--- config.mk ---
export PLATFORM = sky130hd
export DESIGN_NAME = usb_xact_responder
export DESIGN_NICKNAME = d
export VERILOG_FILES = /design/src/rtl/usb_xact_pkg.sv /design/src/rtl/xact_evt_fifo.sv /design/src/rtl/xact_ep_table.sv /design/src/rtl/xact_decider.sv /design/src/rtl/usb_xact_responder.sv
export SDC_FILE = /design/constraint.sdc
export NUM_CORES = 1
export LEC_CHECK = 0
export BUFFER_PORTS_ARGS = -buffer_cell sky130_fd_sc_hd__buf_2
export CAP_MARGIN = 15
export CORE_MARGIN = 10
export CORE_UTILIZATION = 37
export CTS_CLUSTER_DIAMETER = 30
export CTS_CLUSTER_SIZE = 40
export DETAILED_ROUTE_END_ITERATION = 6
export SLEW_MARGIN = 10
export SYNTH_ARGS = -nofsm -noshare
export SYNTH_HDL_FRONTEND = slang
export SYNTH_SLANG_ARGS = --single-unit
--- constraint.sdc ---
create_clock -name clk -period 3.2 [get_ports clk]
set_input_delay 0.48 -clock clk [delete_from_list [all_inputs] [get_ports clk]]
set_output_delay 0.48 -clock clk [all_outputs]
set_load 0.01 [all_outputs]
--- src/rtl/usb_xact_pkg.sv ---
// Shared types for the endpoint transaction responder.
// Assumes: encodings below are visible to firmware and the packet layer.
package usb_xact_pkg;

    typedef enum logic [1:0] {
        TOK_NONE  = 2'd0,
        TOK_OUT   = 2'd1,
        TOK_IN    = 2'd2,
        TOK_SETUP = 2'd3
    } tok_e;

    typedef enum logic [1:0] {
        HS_SILENT = 2'd0,
        HS_ACK    = 2'd1,
        HS_NAK    = 2'd2,
        HS_STALL  = 2'd3
    } hs_e;

    typedef enum logic [1:0] {
        BM_OFF        = 2'd0,
        BM_SINGLE     = 2'd1,
        BM_PINGPONG   = 2'd2,
        BM_CTRL_SPLIT = 2'd3
    } bufmode_e;

    // Endpoint word: toggle[4] halt[3] ctrl[2] mode[1:0]
    typedef struct packed {
        logic     toggle;
        logic     halt;
        logic     ctrl;
        bufmode_e mode;
    } ep_cfg_t;

    // Descriptor flag bits: dir_in[2] done[1] rdy[0]
    typedef struct packed {
        logic dir_in;
        logic done;
        logic rdy;
    } desc_flags_t;

    localparam int CFG_W   = 5;
    localparam int FLAGS_W = 3;

    localparam logic [1:0] SLOT_CFG    = 2'd0;
    localparam logic [1:0] SLOT_D0     = 2'd1;
    localparam logic [1:0] SLOT_D1     = 2'd2;
    localparam logic [1:0] SLOT_GLOBAL = 2'd3;

endpackage

--- src/rtl/xact_evt_fifo.sv ---
// Completion event queue.
// Does: stores DEPTH events of W bits; a push while full is dropped.
// Assumes: DEPTH >= 2; a pop while empty is ignored.
module xact_evt_fifo #(
    parameter int DEPTH = 4,
    parameter int W     = 5
) (
    input  logic         clk,
    input  logic         rst_n,
    input  logic         push,
    input  logic [W-1:0] din,
    input  logic         pop,
    output logic         valid,
    output logic [W-1:0] dout
);
    localparam int PTR_W = $clog2(DEPTH);
    localparam int CNT_W = $clog2(DEPTH + 1);

    logic [W-1:0]     mem [DEPTH];
    logic [PTR_W-1:0] wr_ptr;
    logic [PTR_W-1:0] rd_ptr;
    logic [CNT_W-1:0] cnt;
    logic             full;
    logic             do_push;
    logic             do_pop;

    assign full    = (cnt == CNT_W'(DEPTH));
    assign valid   = (cnt != '0);
    assign do_push = push && !full;
    assign do_pop  = pop && valid;
    assign dout    = mem[rd_ptr];

    // Purpose: write an accepted event into the slot at the write pointer.
    always_ff @(posedge clk) begin
        if (do_push) begin
            mem[wr_ptr] <= din;
        end
    end

    // Purpose: advance pointers and occupancy.
    always_ff @(posedge clk) begin
        if (!rst_n) begin
            wr_ptr <= '0;
            rd_ptr <= '0;
            cnt    <= '0;
        end else begin
            if (do_push) begin
                wr_ptr <= (wr_ptr == PTR_W'(DEPTH - 1)) ? '0 : wr_ptr + 1'b1;
            end
            if (do_pop) begin
                rd_ptr <= (rd_ptr == PTR_W'(DEPTH - 1)) ? '0 : rd_ptr + 1'b1;
            end
            if (do_push && !do_pop) begin
                cnt <= cnt + 1'b1;
            end else if (do_pop && !do_push) begin
                cnt <= cnt - 1'b1;
            end
        end
    end

    AST_NO_OVERFLOW: assert property (@(posedge clk) disable iff (!rst_n)
        cnt <= CNT_W'(DEPTH));
    AST_DROP_WHEN_FULL: assert property (@(posedge clk) disable iff (!rst_n)
        push && full && !pop |=> cnt == $past(cnt));

endmodule

--- src/rtl/xact_ep_table.sv ---
// Endpoint configuration and descriptor table with register port.
// Does: holds per-endpoint words, two descriptors per endpoint, and the
//       lockout enable and flag; applies completions from the decider.
// Assumes: a firmware write to the same word in the completion cycle wins.
module xact_ep_table
    import usb_xact_pkg::*;
#(
    parameter int NUM_EP = 4,
    parameter int EP_W   = 2,
    parameter int ADDR_W = 11,
    parameter int REG_W  = ADDR_W + 3,
    parameter int RA_W   = EP_W + 2
) (
    input  logic              clk,
    input  logic              rst_n,
    input  logic              reg_wr,
    input  logic [RA_W-1:0]   reg_addr,
    input  logic [REG_W-1:0]  reg_wdata,
    output logic [REG_W-1:0]  reg_rdata,
    input  logic              comp_vld,
    input  logic [EP_W-1:0]   comp_ep,
    input  logic              comp_desc,
    input  logic              lock_set,
    output ep_cfg_t           cfg    [NUM_EP],
    output desc_flags_t       flags0 [NUM_EP],
    output desc_flags_t       flags1 [NUM_EP],
    output logic              lock_q,
    output logic              lock_en
);
    ep_cfg_t            cfg_q  [NUM_EP];
    desc_flags_t        fl_q   [NUM_EP][2];
    logic [ADDR_W-1:0]  addr_q [NUM_EP][2];
    logic [EP_W-1:0]    a_ep;
    logic [1:0]         a_slot;
    logic               gl_wr;
    logic               lock_en_q;
    logic               lock_flag_q;

    assign a_ep   = reg_addr[RA_W-1:2];
    assign a_slot = reg_addr[1:0];
    assign gl_wr  = reg_wr && (a_slot == SLOT_GLOBAL);

    // Purpose: apply completions, then firmware writes, to the table.
    always_ff @(posedge clk) begin
        if (!rst_n) begin
            for (int i = 0; i < NUM_EP; i++) begin
                cfg_q[i] <= '0;
                for (int j = 0; j < 2; j++) begin
                    fl_q[i][j]   <= '0;
                    addr_q[i][j] <= '0;
                end
            end
        end else begin
            if (comp_vld) begin
                fl_q[comp_ep][comp_desc].rdy  <= 1'b0;
                fl_q[comp_ep][comp_desc].done <= 1'b1;
                if (cfg_q[comp_ep].mode == BM_PINGPONG) begin
                    cfg_q[comp_ep].toggle <= ~cfg_q[comp_ep].toggle;
                end
            end
            if (reg_wr) begin
                case (a_slot)
                    SLOT_CFG: cfg_q[a_ep] <= ep_cfg_t'(reg_wdata[CFG_W-1:0]);
                    SLOT_D0: begin
                        fl_q[a_ep][0]   <= desc_flags_t'(reg_wdata[FLAGS_W-1:0]);
                        addr_q[a_ep][0] <= reg_wdata[REG_W-1:FLAGS_W];
                    end
                    SLOT_D1: begin
                        fl_q[a_ep][1]   <= desc_flags_t'(reg_wdata[FLAGS_W-1:0]);
                        addr_q[a_ep][1] <= reg_wdata[REG_W-1:FLAGS_W];
                    end
                    default: ;
                endcase
            end
        end
    end

    // Purpose: lockout enable bit and the sticky lock flag.
    always_ff @(posedge clk) begin
        if (!rst_n) begin
            lock_en_q   <= 1'b0;
            lock_flag_q <= 1'b0;
        end else begin
            if (gl_wr) begin
                lock_en_q <= reg_wdata[0];
            end
            if (lock_set) begin
                lock_flag_q <= 1'b1;
            end else if (gl_wr && reg_wdata[1]) begin
                lock_flag_q <= 1'b0;
            end
        end
    end

    // Purpose: read mux for the register port.
    always_comb begin
        reg_rdata = '0;
        case (a_slot)
            SLOT_CFG: reg_rdata[CFG_W-1:0] = cfg_q[a_ep];
            SLOT_D0:  reg_rdata = {addr_q[a_ep][0], fl_q[a_ep][0]};
            SLOT_D1:  reg_rdata = {addr_q[a_ep][1], fl_q[a_ep][1]};
            default:  reg_rdata[1:0] = {lock_flag_q, lock_en_q};
        endcase
    end

    for (genvar g = 0; g < NUM_EP; g++) begin : g_out
        assign cfg[g]    = cfg_q[g];
        assign flags0[g] = fl_q[g][0];
        assign flags1[g] = fl_q[g][1];
    end

    assign lock_q  = lock_flag_q;
    assign lock_en = lock_en_q;

    AST_LOCK_HOLD: assert property (@(posedge clk) disable iff (!rst_n)
        lock_flag_q && !(gl_wr && reg_wdata[1]) |=> lock_flag_q);

endmodule

--- src/rtl/xact_decider.sv ---
// Handshake decision and pending-transfer tracking.
// Does: picks a descriptor for each token, decides the handshake one cycle
//       later, remembers an ACKed transfer until success or failure.
// Assumes: NUM_EP is a power of two; at most one transfer outstanding, a
//          new token abandons any older pending one.
module xact_decider
    import usb_xact_pkg::*;
#(
    parameter int NUM_EP = 4,
    parameter int EP_W   = 2
) (
    input  logic              clk,
    input  logic              rst_n,
    input  logic              tok_valid,
    input  logic [1:0]        tok_pid,
    input  logic [EP_W-1:0]   tok_ep,
    input  logic              xfer_ok,
    input  logic              xfer_fail,
    input  ep_cfg_t           cfg    [NUM_EP],
    input  desc_flags_t       flags0 [NUM_EP],
    input  desc_flags_t       flags1 [NUM_EP],
    input  logic              lock_q,
    input  logic              lock_en,
    output logic              hs_valid,
    output logic [1:0]        hs_code,
    output logic              hs_desc,
    output logic              lock_set,
    output logic              comp_vld,
    output logic [EP_W-1:0]   comp_ep,
    output logic              comp_desc,
    output logic              comp_in,
    output logic              comp_setup
);
    tok_e            pid;
    ep_cfg_t         c;
    desc_flags_t     fsel;
    logic            sel_desc;
    logic            buf_ok;
    hs_e             code;

    logic            hs_valid_q;
    hs_e             hs_code_q;
    logic            hs_desc_q;
    logic            pend_vld;
    logic [EP_W-1:0] pend_ep;
    logic            pend_desc;
    logic            pend_in;
    logic            pend_setup;

    assign pid = tok_e'(tok_pid);

    // Purpose: select the descriptor and decide the handshake for the token.
    always_comb begin
        c = cfg[tok_ep];
        case (c.mode)
            BM_PINGPONG:   sel_desc = c.toggle;
            BM_CTRL_SPLIT: sel_desc = (pid == TOK_SETUP);
            default:       sel_desc = 1'b0;
        endcase
        fsel   = sel_desc ? flags1[tok_ep] : flags0[tok_ep];
        buf_ok = fsel.rdy && !fsel.done && (fsel.dir_in == (pid == TOK_IN));
        code   = HS_SILENT;
        if (c.mode != BM_OFF) begin
            case (pid)
                TOK_SETUP: begin
                    if (c.ctrl) begin
                        code = buf_ok ? HS_ACK : HS_NAK;
                    end
                end
                TOK_IN, TOK_OUT: begin
                    if (c.halt) begin
                        code = HS_STALL;
                    end else if (c.ctrl && lock_q) begin
                        code = HS_NAK;
                    end else begin
                        code = buf_ok ? HS_ACK : HS_NAK;
                    end
                end
                default: code = HS_SILENT;
            endcase
        end
    end

    assign lock_set = tok_valid && (pid == TOK_SETUP) && (c.mode != BM_OFF)
                      && c.ctrl && lock_en;

    // Purpose: register the handshake decision for the packet layer.
    always_ff @(posedge clk) begin
        if (!rst_n) begin
            hs_valid_q <= 1'b0;
            hs_code_q  <= HS_SILENT;
            hs_desc_q  <= 1'b0;
        end else begin
            hs_valid_q <= tok_valid;
            if (tok_valid) begin
                hs_code_q <= code;
                hs_desc_q <= sel_desc;
            end
        end
    end

    // Purpose: hold the ACKed transfer until its data phase resolves.
    always_ff @(posedge clk) begin
        if (!rst_n) begin
            pend_vld   <= 1'b0;
            pend_ep    <= '0;
            pend_desc  <= 1'b0;
            pend_in    <= 1'b0;
            pend_setup <= 1'b0;
        end else if (tok_valid) begin
            pend_vld   <= (code == HS_ACK);
            pend_ep    <= tok_ep;
            pend_desc  <= sel_desc;
            pend_in    <= (pid == TOK_IN);
            pend_setup <= (pid == TOK_SETUP);
        end else if (xfer_ok || xfer_fail) begin
            pend_vld <= 1'b0;
        end
    end

    assign comp_vld   = pend_vld && xfer_ok;
    assign comp_ep    = pend_ep;
    assign comp_desc  = pend_desc;
    assign comp_in    = pend_in;
    assign comp_setup = pend_setup;

    assign hs_valid = hs_valid_q;
    assign hs_code  = hs_code_q;
    assign hs_desc  = hs_desc_q;

    AST_HALT_STALL: assert property (@(posedge clk) disable iff (!rst_n)
        hs_valid_q && $past(c.mode != BM_OFF && c.halt
                            && (pid == TOK_IN || pid == TOK_OUT))
        |-> hs_code_q == HS_STALL);
    AST_LOCK_NAK: assert property (@(posedge clk) disable iff (!rst_n)
        hs_valid_q && $past(lock_q && c.ctrl && c.mode != BM_OFF && !c.halt
                            && (pid == TOK_IN || pid == TOK_OUT))
        |-> hs_code_q == HS_NAK);
    AST_SETUP_NONCTRL: assert property (@(posedge clk) disable iff (!rst_n)
        hs_valid_q && $past(pid == TOK_SETUP && !c.ctrl)
        |-> hs_code_q == HS_SILENT);

endmodule

--- src/rtl/usb_xact_responder.sv ---
// Top of the endpoint transaction responder.
// Does: ties the decider, the endpoint table and the event queue together.
// Assumes: tokens and data-phase results come from a packet layer in the
//          same clock domain; firmware uses the register port.
module usb_xact_responder
    import usb_xact_pkg::*;
#(
    parameter int NUM_EP     = 4,
    parameter int ADDR_W     = 11,
    parameter int FIFO_DEPTH = 4,
    localparam int EP_W      = (NUM_EP > 1) ? $clog2(NUM_EP) : 1,
    localparam int RA_W      = EP_W + 2,
    localparam int REG_W     = ADDR_W + 3,
    localparam int EVT_W     = EP_W + 3
) (
    input  logic              clk,
    input  logic              rst_n,
    input  logic              tok_valid,
    input  logic [1:0]        tok_pid,
    input  logic [EP_W-1:0]   tok_ep,
    input  logic              xfer_ok,
    input  logic              xfer_fail,
    output logic              hs_valid,
    output logic [1:0]        hs_code,
    output logic              hs_desc,
    input  logic              reg_wr,
    input  logic [RA_W-1:0]   reg_addr,
    input  logic [REG_W-1:0]  reg_wdata,
    output logic [REG_W-1:0]  reg_rdata,
    input  logic              evt_pop,
    output logic              evt_valid,
    output logic [EVT_W-1:0]  evt_data
);
    ep_cfg_t         cfg    [NUM_EP];
    desc_flags_t     flags0 [NUM_EP];
    desc_flags_t     flags1 [NUM_EP];
    logic            lock_q;
    logic            lock_en;
    logic            lock_set;
    logic            comp_vld;
    logic [EP_W-1:0] comp_ep;
    logic            comp_desc;
    logic            comp_in;
    logic            comp_setup;

    xact_decider #(
        .NUM_EP (NUM_EP),
        .EP_W   (EP_W)
    ) i_decider (
        .clk        (clk),
        .rst_n      (rst_n),
        .tok_valid  (tok_valid),
        .tok_pid    (tok_pid),
        .tok_ep     (tok_ep),
        .xfer_ok    (xfer_ok),
        .xfer_fail  (xfer_fail),
        .cfg        (cfg),
        .flags0     (flags0),
        .flags1     (flags1),
        .lock_q     (lock_q),
        .lock_en    (lock_en),
        .hs_valid   (hs_valid),
        .hs_code    (hs_code),
        .hs_desc    (hs_desc),
        .lock_set   (lock_set),
        .comp_vld   (comp_vld),
        .comp_ep    (comp_ep),
        .comp_desc  (comp_desc),
        .comp_in    (comp_in),
        .comp_setup (comp_setup)
    );

    xact_ep_table #(
        .NUM_EP (NUM_EP),
        .EP_W   (EP_W),
        .ADDR_W (ADDR_W),
        .REG_W  (REG_W),
        .RA_W   (RA_W)
    ) i_table (
        .clk       (clk),
        .rst_n     (rst_n),
        .reg_wr    (reg_wr),
        .reg_addr  (reg_addr),
        .reg_wdata (reg_wdata),
        .reg_rdata (reg_rdata),
        .comp_vld  (comp_vld),
        .comp_ep   (comp_ep),
        .comp_desc (comp_desc),
        .lock_set  (lock_set),
        .cfg       (cfg),
        .flags0    (flags0),
        .flags1    (flags1),
        .lock_q    (lock_q),
        .lock_en   (lock_en)
    );

    xact_evt_fifo #(
        .DEPTH (FIFO_DEPTH),
        .W     (EVT_W)
    ) i_evt_fifo (
        .clk   (clk),
        .rst_n (rst_n),
        .push  (comp_vld),
        .din   ({comp_ep, comp_in, comp_setup, comp_desc}),
        .pop   (evt_pop),
        .valid (evt_valid),
        .dout  (evt_data)
    );

endmodule

==> qor.txt <==
leakage power total: 3.70 nW
overall overflow remaining after global route: 0
result of the run: completed
crit-path cells: buf_2 -> buf_4 -> mux4_2 -> a22oi_1 -> a21oi_1 -> buf_2
Worst EP required: 2720 ps
number of detailed-routing iterations run before antenna repair: 5
clock root buffer: clkbuf_16
worst hold slack after final layout: 338 ps
share of cells above drive strength 1: 23.9%
post-detailed-routing wire length: 21600 um
Critical-path top delay cell: mux4_2
number of failing hold endpoints at the final stage: 0
wire length of the first global-routing pass: 33400 um
weighted congestion at the end of routability-driven global placement: 0.870
area of the die: 0.0292 mm^2
worst min path class: in -> reg
clock skew after layout: 8.89 ps
post-route fraction of the period consumed by the critical path: 87.5%
worst path buffer plus inverter count: 3
Clk Latency, worst-skew pair: 430 ps
highest fanout seen on the critical path: 14
Syn. warnings: 0
MaxCap Viol Count: 0
cell family contributing the most delay on the critical path: buffers and inverters
CTS H-tree depth: 4
quantity of I/O buffers inserted on ports: 52
Fmax achieved: 357 MHz
Inserted Clock Buffers: 17
Tightest Pin Transition: 862 ps
number of gates resized after CTS: 0
power per unit of standard cell area: 552 mW/mm^2
data arrival time of the critical path: 2320 ps
global-route usage over all layers: 15.1%
post-route DRC violation count: 0
Setup TNS: 0 ps
Finish-stage setup viols: 0
primary flip-flop cell chosen by synthesis mapping: edfxtp_1
post-CTS setup-driven buffer insertion count: 0
#FFs+latches synth: 174
number of enable flip-flop cells after synthesis: 144
maximum resistive drop on vdd: 0.000349 V
Post-CTS Hold Fix Bufs: 0
Synth-to-Final Area Change: 15.3%
Detailed Place HPWL: 15400 um
register area share after synthesis: 58.5%
initial antenna violation count: 2
worst setup path class: in -> out
initial cell density of the core: 37.4%
number of nets in the synthesized netlist: 669
number of sinks on the clock net: 174
post-synthesis cell area: 0.00842 mm^2
core area: 0.0225 mm^2
setup repair after global routing missed its margin: no
average cell area after synthesis: 13.5 um^2
critical path capture point type: output port
most common cell after layout, fill and taps aside: edfxtp_1
share of Yosys cell area claimed by the top area cell type: 51.4%
DR WL/cell: 21.9 um
Die X-Extent: 171 um
source of the critical timing path: reg_addr[2]
post-route antenna net violation count: 0
number of vias after detailed routing: 5542
DIE HEIGHT: 171 um
pin count of the biggest net entering global routing: 25
R2R Path Start: i_evt_fifo.cnt[0]
cell types occupying the most area after synthesis: edfxtp_1 (51%), mux4_2 (12%), dfxtp_1 (7.1%)
DR iter-0 viols: 479
unique cell type count in the Yosys netlist: 45
FP Rows: 55
TritonCTS clock tree: yes
maximum root-to-sink buffer count: 2
cell type with the highest occurrence count on the critical path: buf_2
fin crit period: 2800 ps
slowest cell delay on critical path: 530 ps
startpoint type of the worst setup path: primary input
Min-Delay Startpoint: evt_pop
share of flip-flops with an asynchronous set or reset after synthesis: 0%
library cell with the largest summed area after synthesis: edfxtp_1
most frequent cells in the layout: edfxtp_1 (144), and2_1 (74), and3_1 (54), buf_2 (52), mux4_2 (43)
vias in the first global route: 5642
Final Slew Violations: 0
Syn Inst Count: 625
clock transition at the registers of the reported paths: 70 ps
worst max-slew margin expressed relative to the limit: 41.9%
Vias/cell: 5.62
IO Pins: 53
net total in the final layout: 732
[sequential cells by signal (all words and copies together), names as in the netlist, named ones only]
name	count
i_evt_fifo.cnt	3
i_table.fl_q	24
i_decider.hs_desc	1
i_decider.pend_vld	1
i_table.lock_q	1
i_table.addr_q	88
i_decider.comp_ep	2
i_decider.comp_setup	1
i_decider.comp_in	1
i_evt_fifo.wr_ptr	2
i_evt_fifo.rd_ptr	2
i_decider.hs_code	2
i_evt_fifo.mem	20
i_decider.hs_valid	1
i_table.cfg_q	20
i_table.lock_en	1
[report_power, final]
group          internal [mW]  switching (mW)  total, mW
Sequential              2.58          0.0989       2.68
Combinational          0.313           0.367      0.680
Clock                   1.09           0.911       2.00
[metal layers]
layer | up-vias | track usage [%] | wire (um)
li1 | 2494 | - | -
met1 | 2804 | 19.4 | 9410
met2 | 214 | 24.7 | 10400
met3 | 28 | 4.10 | 1470
met4 | 2 | 4.50 | 335
met5 | - | 0 | 12
[final cells by class]
cell class	instances	area, um^2
fillers	2023	12800
flip-flops and latches	174	4920
multi-input cells	398	3270
repair buffers	85	546
clock buffers	18	429
well taps	285	357
clock inverters	13	131
inverters	12	45.0
diodes	1	2.50
[metrics by stage]
stage | setup WS [ps] | util, % | cells | area (um^2) | power (mW)
floorplan | 502 | - | 625 | 8420 | 3.15
global placement | 421 | 40.6 | 954 | 9140 | 3.39
detailed placement | 403 | 40.6 | 954 | 9140 | 3.42
CTS | 394 | 43.1 | 985 | 9700 | 5.40
global route | 307 | 43.1 | 985 | 9700 | 5.57
finish | 400 | 43.1 | 986 | 9710 | 5.36
[final timing paths]
check,depth (start not counted),slack [ps],to
worst max-delay path,6,400,reg_rdata[2]
worst min-delay path,3,340,flip-flop
worst max register to register,8,850,i_evt_fifo.cnt[2]
worst min register to register,2,480,i_table.lock_q
[synthesized netlist by cell type (5+ instances only)]
master      n
ha_1       14
o21ai_0    21
inv_1      11
a21oi_1    14
nand2_1    30
and3_1     54
nor2_1     35
nand3_1     9
nand2b_1   11
mux2i_1     7
nor3_1      6
clkbuf_1   33
buf_2       5
dfxtp_1    30
edfxtp_1  144
a22oi_1    16
nor2b_1    15
and2_1     74
mux4_2     43
[kinds of logic (layout without fill, tap and decap cells)]
kind of cell / after synthesis / after routing / synth area share (%)
AO/OA/AOI/OAI: 77 / 77 / 6.10
XOR/XNOR: 4 / 4 / 0.416
adder cells (fa/ha/maj): 15 / 15 / 2.32
buffers and inverters: 53 / 128 / 2.62
flip-flops: 174 / 174 / 58.5
multiplexers: 56 / 56 / 13.9
other: 0 / 1 / 0
AND/OR/NAND/NOR: 246 / 246 / 16.2
[tightest hold or removal path, cell delays in order]
cell and delay, ps:
buf_2 100, nand3_1 60, a21oi_1 70
(Power assumes the default switching activity.)
